## src/rtl/tick_pkg.sv

```systemverilog
package tick_pkg;
  localparam int DATA_W   = 32;
  localparam int TENMS_W  = 24;
  localparam int BIT_EN    = 0;
  localparam int BIT_TINT  = 1;
  localparam int BIT_SRC   = 2;
  localparam int BIT_FLAG  = 16;
  localparam int BIT_SKEW  = 30;
  localparam int BIT_NOREF = 31;

  typedef enum logic [1:0] {
    REG_CTRL   = 2'd0,
    REG_RELOAD = 2'd1,
    REG_CUR    = 2'd2,
    REG_CALIB  = 2'd3
  } tick_reg_e;
endpackage

```

## src/rtl/tick_ref_sync.sv

```systemverilog
module tick_ref_sync #(
  parameter int STAGES = 2
) (
  input  logic clk_i,
  input  logic rst_ni,
  input  logic ref_i,
  output logic rise_o
);
  logic [STAGES:0] sh_q;

  always_ff @(posedge clk_i or negedge rst_ni) begin
    if (!rst_ni) sh_q <= '0;
    else         sh_q <= {sh_q[STAGES-1:0], ref_i};
  end

  // last synchronised stage high, delayed copy low
  assign rise_o = sh_q[STAGES-1] & ~sh_q[STAGES];
endmodule

```

## src/rtl/tick_counter.sv

```systemverilog
module tick_counter #(
  parameter int CNT_W = 24
) (
  input  logic             clk_i,
  input  logic             rst_ni,
  input  logic             step_i,
  input  logic             clr_i,
  input  logic [CNT_W-1:0] reload_i,
  output logic [CNT_W-1:0] cnt_o,
  output logic             evt_o
);
  localparam logic [CNT_W-1:0] ONE = CNT_W'(1);

  logic [CNT_W-1:0] cnt_q;

  always_ff @(posedge clk_i or negedge rst_ni) begin
    if (!rst_ni)           cnt_q <= '0;
    else if (clr_i)        cnt_q <= '0;
    else if (step_i) begin
      if (cnt_q == '0)     cnt_q <= reload_i;
      else                 cnt_q <= cnt_q - ONE;
    end
  end

  assign cnt_o = cnt_q;
  // event is the 1 -> 0 step; a clearing write suppresses it
  assign evt_o = step_i & ~clr_i & (cnt_q == ONE);
endmodule

```

## src/rtl/tick_regs.sv

```systemverilog
module tick_regs
  import tick_pkg::*;
#(
  parameter int                 CNT_W     = 24,
  parameter bit                 HAS_REF   = 1'b1,
  parameter bit                 CAL_SKEW  = 1'b0,
  parameter logic [TENMS_W-1:0] CAL_TENMS = '0
) (
  input  logic              clk_i,
  input  logic              rst_ni,
  input  logic              req_i,
  input  logic              we_i,
  input  logic [1:0]        addr_i,
  input  logic [DATA_W-1:0] wdata_i,
  input  logic [CNT_W-1:0]  cnt_i,
  input  logic              evt_i,
  output logic              en_o,
  output logic              src_o,
  output logic [CNT_W-1:0]  reload_o,
  output logic              flag_o,
  output logic              clr_o,
  output logic              irq_o,
  output logic [DATA_W-1:0] rdata_o
);
  localparam bit SRC_RST = ~HAS_REF;

  tick_reg_e        reg_sel;
  logic             rd, wr;
  logic             en_q, tint_q, src_q, flag_q, irq_q;
  logic [CNT_W-1:0] reload_q;

  assign reg_sel = tick_reg_e'(addr_i);
  assign rd      = req_i & ~we_i;
  assign wr      = req_i & we_i;
  assign clr_o   = wr & (reg_sel == REG_CUR);

  always_ff @(posedge clk_i or negedge rst_ni) begin
    if (!rst_ni) begin
      en_q     <= 1'b0;
      tint_q   <= 1'b0;
      src_q    <= SRC_RST;
      reload_q <= '0;
    end else if (wr) begin
      if (reg_sel == REG_CTRL) begin
        en_q   <= wdata_i[BIT_EN];
        tint_q <= wdata_i[BIT_TINT];
        src_q  <= HAS_REF ? wdata_i[BIT_SRC] : 1'b1;
      end
      if (reg_sel == REG_RELOAD) reload_q <= wdata_i[CNT_W-1:0];
    end
  end

  // set by event has priority over the read-clear
  always_ff @(posedge clk_i or negedge rst_ni) begin
    if (!rst_ni) begin
      flag_q <= 1'b0;
      irq_q  <= 1'b0;
    end else begin
      irq_q <= evt_i & tint_q;
      if (evt_i)                                 flag_q <= 1'b1;
      else if (clr_o || (rd && reg_sel == REG_CTRL)) flag_q <= 1'b0;
    end
  end

  always_comb begin
    rdata_o = '0;
    if (rd) begin
      case (reg_sel)
        REG_CTRL: begin
          rdata_o[BIT_EN]   = en_q;
          rdata_o[BIT_TINT] = tint_q;
          rdata_o[BIT_SRC]  = src_q;
          rdata_o[BIT_FLAG] = flag_q;
        end
        REG_RELOAD: rdata_o[CNT_W-1:0] = reload_q;
        REG_CUR:    rdata_o[CNT_W-1:0] = cnt_i;
        REG_CALIB: begin
          rdata_o[BIT_NOREF]     = ~HAS_REF;
          rdata_o[BIT_SKEW]      = CAL_SKEW;
          rdata_o[TENMS_W-1:0]   = CAL_TENMS;
        end
        default: rdata_o = '0;
      endcase
    end
  end

  assign en_o     = en_q;
  assign src_o    = src_q;
  assign reload_o = reload_q;
  assign flag_o   = flag_q;
  assign irq_o    = irq_q;
endmodule

```

## src/rtl/tick_timer.sv

```systemverilog
module tick_timer
  import tick_pkg::*;
#(
  parameter int                 CNT_W       = 24,
  parameter bit                 HAS_REF     = 1'b1,
  parameter int                 SYNC_STAGES = 2,
  parameter bit                 CAL_SKEW    = 1'b1,
  parameter logic [TENMS_W-1:0] CAL_TENMS   = 24'd2500000
) (
  input  logic              clk_i,
  input  logic              rst_ni,
  input  logic              req_i,
  input  logic              we_i,
  input  logic [1:0]        addr_i,
  input  logic [DATA_W-1:0] wdata_i,
  input  logic              ref_tick_i,
  output logic [DATA_W-1:0] rdata_o,
  output logic              irq_o
);
  logic             ref_rise, en_q, src_q, flag_q, clr, evt, step;
  logic [CNT_W-1:0] cnt_q, reload_q;

  generate
    if (HAS_REF) begin : g_ref
      tick_ref_sync #(.STAGES(SYNC_STAGES)) u_sync (
        .clk_i (clk_i),
        .rst_ni(rst_ni),
        .ref_i (ref_tick_i),
        .rise_o(ref_rise)
      );
    end else begin : g_noref
      assign ref_rise = 1'b0;
    end
  endgenerate

  assign step = en_q & (src_q | ref_rise);

  tick_counter #(.CNT_W(CNT_W)) u_cnt (
    .clk_i   (clk_i),
    .rst_ni  (rst_ni),
    .step_i  (step),
    .clr_i   (clr),
    .reload_i(reload_q),
    .cnt_o   (cnt_q),
    .evt_o   (evt)
  );

  tick_regs #(
    .CNT_W    (CNT_W),
    .HAS_REF  (HAS_REF),
    .CAL_SKEW (CAL_SKEW),
    .CAL_TENMS(CAL_TENMS)
  ) u_regs (
    .clk_i   (clk_i),
    .rst_ni  (rst_ni),
    .req_i   (req_i),
    .we_i    (we_i),
    .addr_i  (addr_i),
    .wdata_i (wdata_i),
    .cnt_i   (cnt_q),
    .evt_i   (evt),
    .en_o    (en_q),
    .src_o   (src_q),
    .reload_o(reload_q),
    .flag_o  (flag_q),
    .clr_o   (clr),
    .irq_o   (irq_o),
    .rdata_o (rdata_o)
  );
endmodule

```

## config.mk

```make
export PLATFORM = sky130hd
export DESIGN_NAME = tick_timer
export DESIGN_NICKNAME = d
export VERILOG_FILES = /design/src/rtl/tick_pkg.sv /design/src/rtl/tick_ref_sync.sv /design/src/rtl/tick_counter.sv /design/src/rtl/tick_regs.sv /design/src/rtl/tick_timer.sv
export SDC_FILE = /design/constraint.sdc
export NUM_CORES = 1
export LEC_CHECK = 0
export CORE_AREA = 2 2 98 119
export DETAILED_ROUTE_END_ITERATION = 6
export DIE_AREA = 0 0 100 121
export PLACE_DENSITY_LB_ADDON = 0.1
export SLEW_MARGIN = 15
export SYNTH_ARGS = -nofsm -noshare
export SYNTH_HDL_FRONTEND = slang
export SYNTH_SLANG_ARGS = --single-unit
```

## constraint.sdc

```tcl
create_clock -name clk_i -period 4.7 [get_ports clk_i]
set_clock_uncertainty 0.1 [all_clocks]
set_input_delay 0.47 -clock clk_i [delete_from_list [all_inputs] [get_ports clk_i]]
set_output_delay 0.47 -clock clk_i [all_outputs]
set_load 0.005 [all_outputs]
```

Word level (Yosys, flattened, before mapping)

Index checks and enable logic that the tools add are counted.

Register bits after elaboration: 56
Bits in latches: 0
Bits in writable memories: 0
ROM bits: 0
Output and inout port bits: 33
Logic and storage cells: 44
Memories: 0

Add/sub/neg operators: 1
Multipliers: 0
Divide/modulo/power cells: 0
Order comparisons: 0
Equality and inequality tests: 4
Shift-type cells: 0
Multiplexer cells: 11
Bitwise gates (word level): 12
Reduce and logical (&&, ||, !) cells: 8

Operators by type and width:

| kind                                                | count |
|---|---|
| 2-to-1 mux 24 bit                                   | 3 |
| case mux 13 bit (3 select lines)                    | 1 |
| 2-to-1 mux 32 bit                                   | 1 |
| == test 24 x 1 -> 1 bit (second input constant)     | 1 |
| zero test 24 bit                                    | 1 |
| subtractor 24 x 1 -> 24 bit (second input constant) | 1 |
| case mux 7 bit (3 select lines)                     | 1 |
| case mux 3 bit (4 select lines)                     | 1 |
| AND 1 bit                                           | 8 |
| == test 2 bit (second input constant)               | 2 |
| case mux 1 bit (4 select lines)                     | 1 |
| AND reduction 2 bit                                 | 2 |
| nonzero test 2 bit                                  | 2 |
| 2-to-1 mux 1 bit                                    | 3 |
| NOT 1 bit                                           | 3 |
| == test 2 x 1 -> 1 bit (second input constant)      | 1 |
| zero test 2 bit                                     | 1 |
| logical AND 1 bit                                   | 1 |
| logical OR 1 bit                                    | 1 |
| bitwise OR 1 bit                                    | 1 |

Depth between registers and ports, before layout

Gate-level depths: netlist of the first run.

Depth in word-level cells: 7
Mapped depth: 8
Depth with buffers taken out: 7

By module

From an unflattened synthesis of the first run, not the netlist that was laid out.

Cells, all modules: 359
Area total of the unflattened synthesis: 3499.6 um^2

By module, submodules not included:

| module        | instances | cells each | area an instance (um^2) | seq. area each (um^2) |
|---|---|---|---|---|
| tick_counter  | 1         | 201        | 1707.9                  | 600.6 |
| tick_regs     | 1         | 153        | 1695.4                  | 725.7 |
| tick_ref_sync | 1         | 4          | 88.8                    | 75.1 |
| tick_timer    | 1         | 1          | 7.5                     | 0.0 |

Worst setup path after synthesis of the first run

OpenSTA, ideal clock, no wires.

Path kind: reg-to-reg
From: register u_cnt.cnt_q[5], in the netlist u_cnt.cnt_o[5]
To: register u_cnt.cnt_q[12], in the netlist u_cnt.cnt_o[12]
Arrival: 2014 ps
Data required time: 4478 ps
Slack: 2464 ps
Stages on the path, launching flop included: 8
Clock period less this slack: 2236 ps
Cells stage by stage: dfrtp_1 buf_2 or4_4 nor4_4 buf_6 nand3_4 mux2_1 a32o_1

Word-level cells in the longest chain between the ends: 4
Elaborated cells on any way between the ends: 5
Those cells by class: add/sub (1); mux (3); reduce/logical (1)

RTL lines:

| item                                                            | RTL line                               | source |
|---|---|---|
| start: declaration                                              | tick_counter.sv:14                     | `logic [CNT_W-1:0] cnt_q;` |
| start signal: assignment                                        | tick_counter.sv:20                     | `if (cnt_q == '0) cnt_q <= reload_i;` |
| start signal: assignment                                        | tick_counter.sv:21                     | `else cnt_q <= cnt_q - ONE;` |
| subtractor 24 x 1 -> 24 bit or zero test 24 bit (tied branches) | tick_counter.sv:21, tick_counter.sv:20 |  |
| 2-to-1 mux 24 bit *                                             | tick_counter.sv:20                     |  |
| 2-to-1 mux 24 bit *                                             | tick_counter.sv:19                     | `else if (step_i) begin` |
| 2-to-1 mux 24 bit *                                             | tick_counter.sv:18                     | `else if (clr_i) cnt_q <= '0;` |

Every way passes the cells marked *; elsewhere a longest branch is shown, timed or not. The select of a mux whose other input is x is not followed.
A chain may end at the register's enable or synchronous reset.

Worst setup path in the final report of the first run

From: input port addr_i[1]
To: output port rdata_o[0]

Word-level cells in the longest chain between the ends: 3
Elaborated cells on any way between the ends: 6
Those cells by class: eq/ne (3); mux (2); reduce/logical (1)

RTL lines:

| item                                  | RTL line         | source |
|---|---|---|
| start: declaration                    | tick_timer.sv:14 | `input logic [1:0] addr_i,` |
| == test 2 bit (tied with other cells) | tick_regs.sv:68  | `case (reg_sel)` |
| case mux 3 bit (4 select lines) *     | tick_regs.sv:68  |  |
| 2-to-1 mux 32 bit *                   | tick_regs.sv:67  | `if (rd) begin` |
| end: declaration                      | tick_timer.sv:17 | `output logic [DATA_W-1:0] rdata_o,` |

Every way passes the cells marked *; elsewhere a longest branch is shown, timed or not.

==> qor.csv, run 1 <==
metric,value,unit
viasPerCell,5.566,
grt_pass1_wl,16860,um
crit_path_start_kind,input pin,
crit_fanout,11,
min_path_type,input pin to asynchronous set/reset pin,
rsz0062_at_grt,false,
status,completed,
avgSynthCellArea,9.059,um^2
syn_inst,379,
fp.dieH,121,um
hold_violations,0,
io_pins,72,
post_cts_buffers,0,
cp.arrival,2750,ps
drive_gt1_share,11.76,%
timing.final.crit_share,70.62,%
cap_violations,0,
cts_hold_buf,0,
wire_per_inst,19.32,um
cts.sinks,56,
hpwl,7450,um
ir_drop,0.2173,mV
synth.distinct_cells,52,
die_w,100,um
cts_resized,0,
clock_latency,300,ps
post-route-util,38.64,%
synthFlopType,dfrtp_1,
cts-root-buf,clkbuf_16,
route.detailed.drc,0,
fin_nets,466,
cp.required,4130,ps
syn_area,3433,um^2
p_leak,1.679,nW
setup_tns,0,ps
overflow,0,
coreArea,10930,um^2
mostFrequentLayoutCells,"dfrtp_1 (56), clkdlybuf4s50_1 (55), nor2_1 (41)",
gp_congestion,0.8906,
yosys_warnings,0,
worst_pin_slew,1071,ps
finalCriticalPeriod,3319,ps
cts_buffer_depth,2,
crit_type,input pin to output port,
clk_pin_slew_worst_paths,70,ps
postRouteAntennaNets,0,
dr.first_iter.drc_count,146,
synth_edf_count,0,
antenna_found_initial,0,
power_density,515.5,nW/um^2
final-setup-viol-count,0,
mostFrequentLayoutCell,dfrtp_1,
finalMaxSlewViolations,0,
rows,42,
fmax,301.3,MHz
synthArstFlopShare,100.0,%
cts_buffers,5,
port-buffer-count,56,
cts.htree.levels,2,
finalWirelength,10760,um
grt_max_degree,57,
grt_pass1_vias,3021,
drt-pass1-iter-count,4,
cp-end-kind,output port,
ys_seq_area_share,40.82,%
die-area,12100,um^2
slew_headroom,28.62,%
grt_usage,18.22,%
vias,3100,
area_delta_synth_final,23.03,%
diodes,0,
ys_ff_latch,56,
cts_tree,yes,
floorplan.initialDensity,31.41,%
synth_stat cells, types with 6 or more instances:
master      n  area share [%]
a31oi_1     6             1.1
a22oi_1    12             2.6
o21ai_0    26             3.8
nor2_1     41             4.5
buf_4       7             1.5
nor4_1      7             1.3
nor3_1     11             1.6
dfrtp_1    56              41
nand2_1    23             2.5
or4_1       6             1.3
clkbuf_1   19             2.1
o2bb2ai_1   9             2.3
mux2i_1     9             2.6
a21oi_1    29             4.2
mux2_2     26             8.5
nand3_1    17             2.5
per-stage QoR:
stage                     hold slack [ps]  total power [mW]  setup WS (ps)  instances  area [um^2]
after floorplan                     74.41             1.498           2464        385         3456
after global placement              238.7             1.785           1294        549         4078
after detailed placement            245.6             1.786           1322        549         4078
after CTS                           265.7             2.186           1337        557         4224
after global routing                273.1             2.341           1246        557         4224
final                               228.0             2.178           1381        557         4224
final cells by class:
type	instances	area [um^2]
inverter	5	18.77
multi-input combinational	290	1862
sequential	56	1401
tap	132	165.2
fill	1157	6706
clock buffer	8	146.4
timing repair buffer	66	630.6
flip-flops by register name, summed over array words and instances (netlist names):
name               flops
u_regs.reload_o       24
g_ref.u_sync.sh_q      3
u_regs.tint_q          1
u_regs.en_o            1
u_cnt.cnt_o           24
u_regs.irq_o           1
u_regs.src_o           1
u_regs.flag_o          1
critical path: stages:
cell,delay (ps)
clkdlybuf4s50_1,670
nor2b_1,540
buf_4,320
a21oi_1,90
nor2_1,120
clkdlybuf4s50_1,540
cells by family after synthesis:
kind of cell | Yosys count | share of synthesized area (%)
compound gates | 111 | 20.52
xor+xnor | 1 | 0.2551
fa+ha+maj | 3 | 1.093
buf+inv | 39 | 5.612
flops | 56 | 40.82
mux | 36 | 11.48
other cells | 1 | 0.1092
simple gates | 132 | 20.12
final timing paths:
check                                                from                         endpoint  slack, ps  depth (start not counted)
max                                             addr_i[1]                       rdata_o[0]       1380                          6
min in group clk_i         g_ref.u_sync.sh_q[0]$_DFF_PN0_   g_ref.u_sync.sh_q[1]$_DFF_PN0_        260                          0
min reg2reg                g_ref.u_sync.sh_q[0]$_DFF_PN0_   g_ref.u_sync.sh_q[1]$_DFF_PN0_        260                          0
max reg2reg                   u_cnt.cnt_o[18]$_DFFE_PN0P_      u_cnt.cnt_o[19]$_DFFE_PN0P_       1900                          5
min                                                rst_ni           u_regs.irq_o$_DFF_PN0_        230                          2
max in group asynchronous                          rst_ni  u_regs.reload_o[15]$_DFFE_PN0P_       3780                          2
metal layers:
metal | global-route usage, % | routed length [um]
met1 | 24.62 | 4954
met5 | 0 | 0
met3 | 3.111 | 469
met4 | 6.764 | 212
met2 | 29.22 | 5123
where the power goes:
part	internal [mW]	total (mW)	switching [mW]
Combinational	0.395	0.988	0.593
Sequential	0.616	0.798	0.182
Clock	0.214	0.392	0.178
Total	1.22	2.18	0.954
Power figures use the tool's default switching activity.
==> inputs of run 2 (changes only) <==
clock period = 3.06 ns   (was 4.7 ns; I/O delays follow)
==> run 2 against run 1 <==
Against the previous run:
- via count shrank 0.61%
- combinational power increased by 65%
- setup slack worse by 930 ps
- global-route usage up 1.1 points
- clock-buffer cell count shrank 3
- routed wire length increased by 2.6%
- final area is 2.5% higher
- clock power up 42%
- power grew 57%
- critical path type is now flip-flop to flip-flop
- critical endpoint is now u_cnt.cnt_o[5]$_DFFE_PN0P_
==> qor.csv, run 2 (same netlist as run 1, synthesis figures left out) <==
metric,value,unit
crit_path_start_kind,flip-flop,
port-buffer-count,56,
cap_violations,0,
die_w,100,um
crit_type,flip-flop to flip-flop,
cts_tree,yes,
cp.arrival,2730,ps
floorplan.initialDensity,31.41,%
cp_top_family,simple AND/OR/NAND/NOR gates,
die-area,12100,um^2
timing.critical_path.cells,"or4_4, nor4_4, and3_1, buf_4, a211oi_1, o31ai_1",
cp.required,3170,ps
timing.final.crit_share,85.42,%
mostFrequentLayoutCells,"dfrtp_1 (56), clkdlybuf4s50_1 (55), nor2_1 (41)",
min_path_type,flip-flop to flip-flop,
diodes,0,
finalMaxSlewViolations,0,
r2r_start,u_cnt.cnt_o[5]$_DFFE_PN0P_,
post_cts_buffers,0,
drive_gt1_share,14.42,%
coreArea,10930,um^2
mostFrequentLayoutCell,dfrtp_1,
cts-root-buf,clkbuf_16,
crit_fanout,10,
placed_cell_area,4195,um^2
crit_start,u_cnt.cnt_o[5]$_DFFE_PN0P_,
status,completed,
max_stage_delay,570,ps
hpwl,8046,um
cp-end-kind,flip-flop,
io_pins,72,
antenna_found_initial,0,
postRouteAntennaNets,0,
cts_buffers,5,
viasPerCell,5.415,
cts.htree.levels,2,
overflow,0,
regArea,1401,um^2
ir_drop,0.2669,mV
fin_nets,481,
fillCellCount,1167,
final-setup-viol-count,0,
rows,42,
fin_area,4330,um^2
slew_headroom,56.35,%
grt_pass1_vias,3152,
finalCriticalPeriod,2614,ps
fin_ws,446.0,ps
grt_max_degree,32,
gp_congestion,0.8836,
clock_latency,300,ps
finalWirelength,11040,um
multi_input_comb_area,1862,um^2
clk_pin_slew_worst_paths,70,ps
p_total,3.425,mW
wire_per_inst,19.41,um
fmax,382.6,MHz
vias,3081,
critical_path_buf_inv_count,1,
route.detailed.drc,0,
grt_usage,19.29,%
worst_pin_slew,654.8,ps
cts_buffer_depth,2,
slowest_stage,or4_4,
drt-pass1-iter-count,4,
setup_tns,0,ps
min_from,g_ref.u_sync.sh_q[0]$_DFF_PN0_,
hold_violations,0,
place_ws,442.2,ps
grt_pass1_wl,18020,um
area_delta_synth_final,26.13,%
rsz0062_at_grt,false,
cts.sinks,56,
dr.first_iter.drc_count,175,
power_density,790.8,nW/um^2
fp.dieH,121,um
p_leak,1.747,nW
[run 2: repair_timing]
action | 4_1_cts | 5_1_grt
hold buffers | 1 | 0
setup endpoints to repair | 0 | 0
endpoints found under the hold margin | 25 | 0
gates resized for setup | 0 | 0
[run 2: per-layer routing]
metal | up-vias | routed length (um) | global-route usage [%] | part of all wire (%)
met5 | - | 0 | 0 | 0
met4 | 0 | 115 | 5.479 | 1.0
met3 | 7 | 539 | 2.650 | 4.9
met2 | 68 | 5317 | 30.95 | 48
met1 | 1504 | 5071 | 27.16 | 46
li1 | 1502 | - | - | -
[run 2: cell type report]
type,count,share of cell area [%]
timing repair buffer,81,17.51
tap,132,3.814
clock buffer,5,2.889
inverter,5,0.4334
multi-input combinational,290,42.99
sequential,56,32.36
[run 2: metrics by stage]
| stage | instances | hold WS (ps) | util, % |
|---|---|---|---|
| 2_1_floorplan | 385 | -89.59 | - |
| 3_3_place_gp | 563 | 239.3 | 38.38 |
| 3_5_place_dp | 563 | 242.6 | 38.38 |
| 4_1_cts | 569 | 258.9 | 39.62 |
| 5_1_grt | 569 | 261.1 | 39.62 |
| 6_report | 569 | 255.9 | 39.62 |
[run 2: path summary, 6_finish.rpt]
check                      cells past startpoint                        endpoint  slack [ps]
max reg2reg                                    6      u_cnt.cnt_o[5]$_DFFE_PN0P_         450
max                                            6      u_cnt.cnt_o[5]$_DFFE_PN0P_         450
min                                            0  g_ref.u_sync.sh_q[1]$_DFF_PN0_         260
min reg2reg                                    0  g_ref.u_sync.sh_q[1]$_DFF_PN0_         260
min in group asynchronous                      2  g_ref.u_sync.sh_q[2]$_DFF_PN0_         470
max in group asynchronous                      3     u_cnt.cnt_o[13]$_DFFE_PN0P_        1790
[run 2: power by group]
group	switching, mW	total [mW]	internal, mW
combinational	0.938	1.63	0.693
sequential	0.290	1.24	0.946
clock	0.267	0.558	0.291
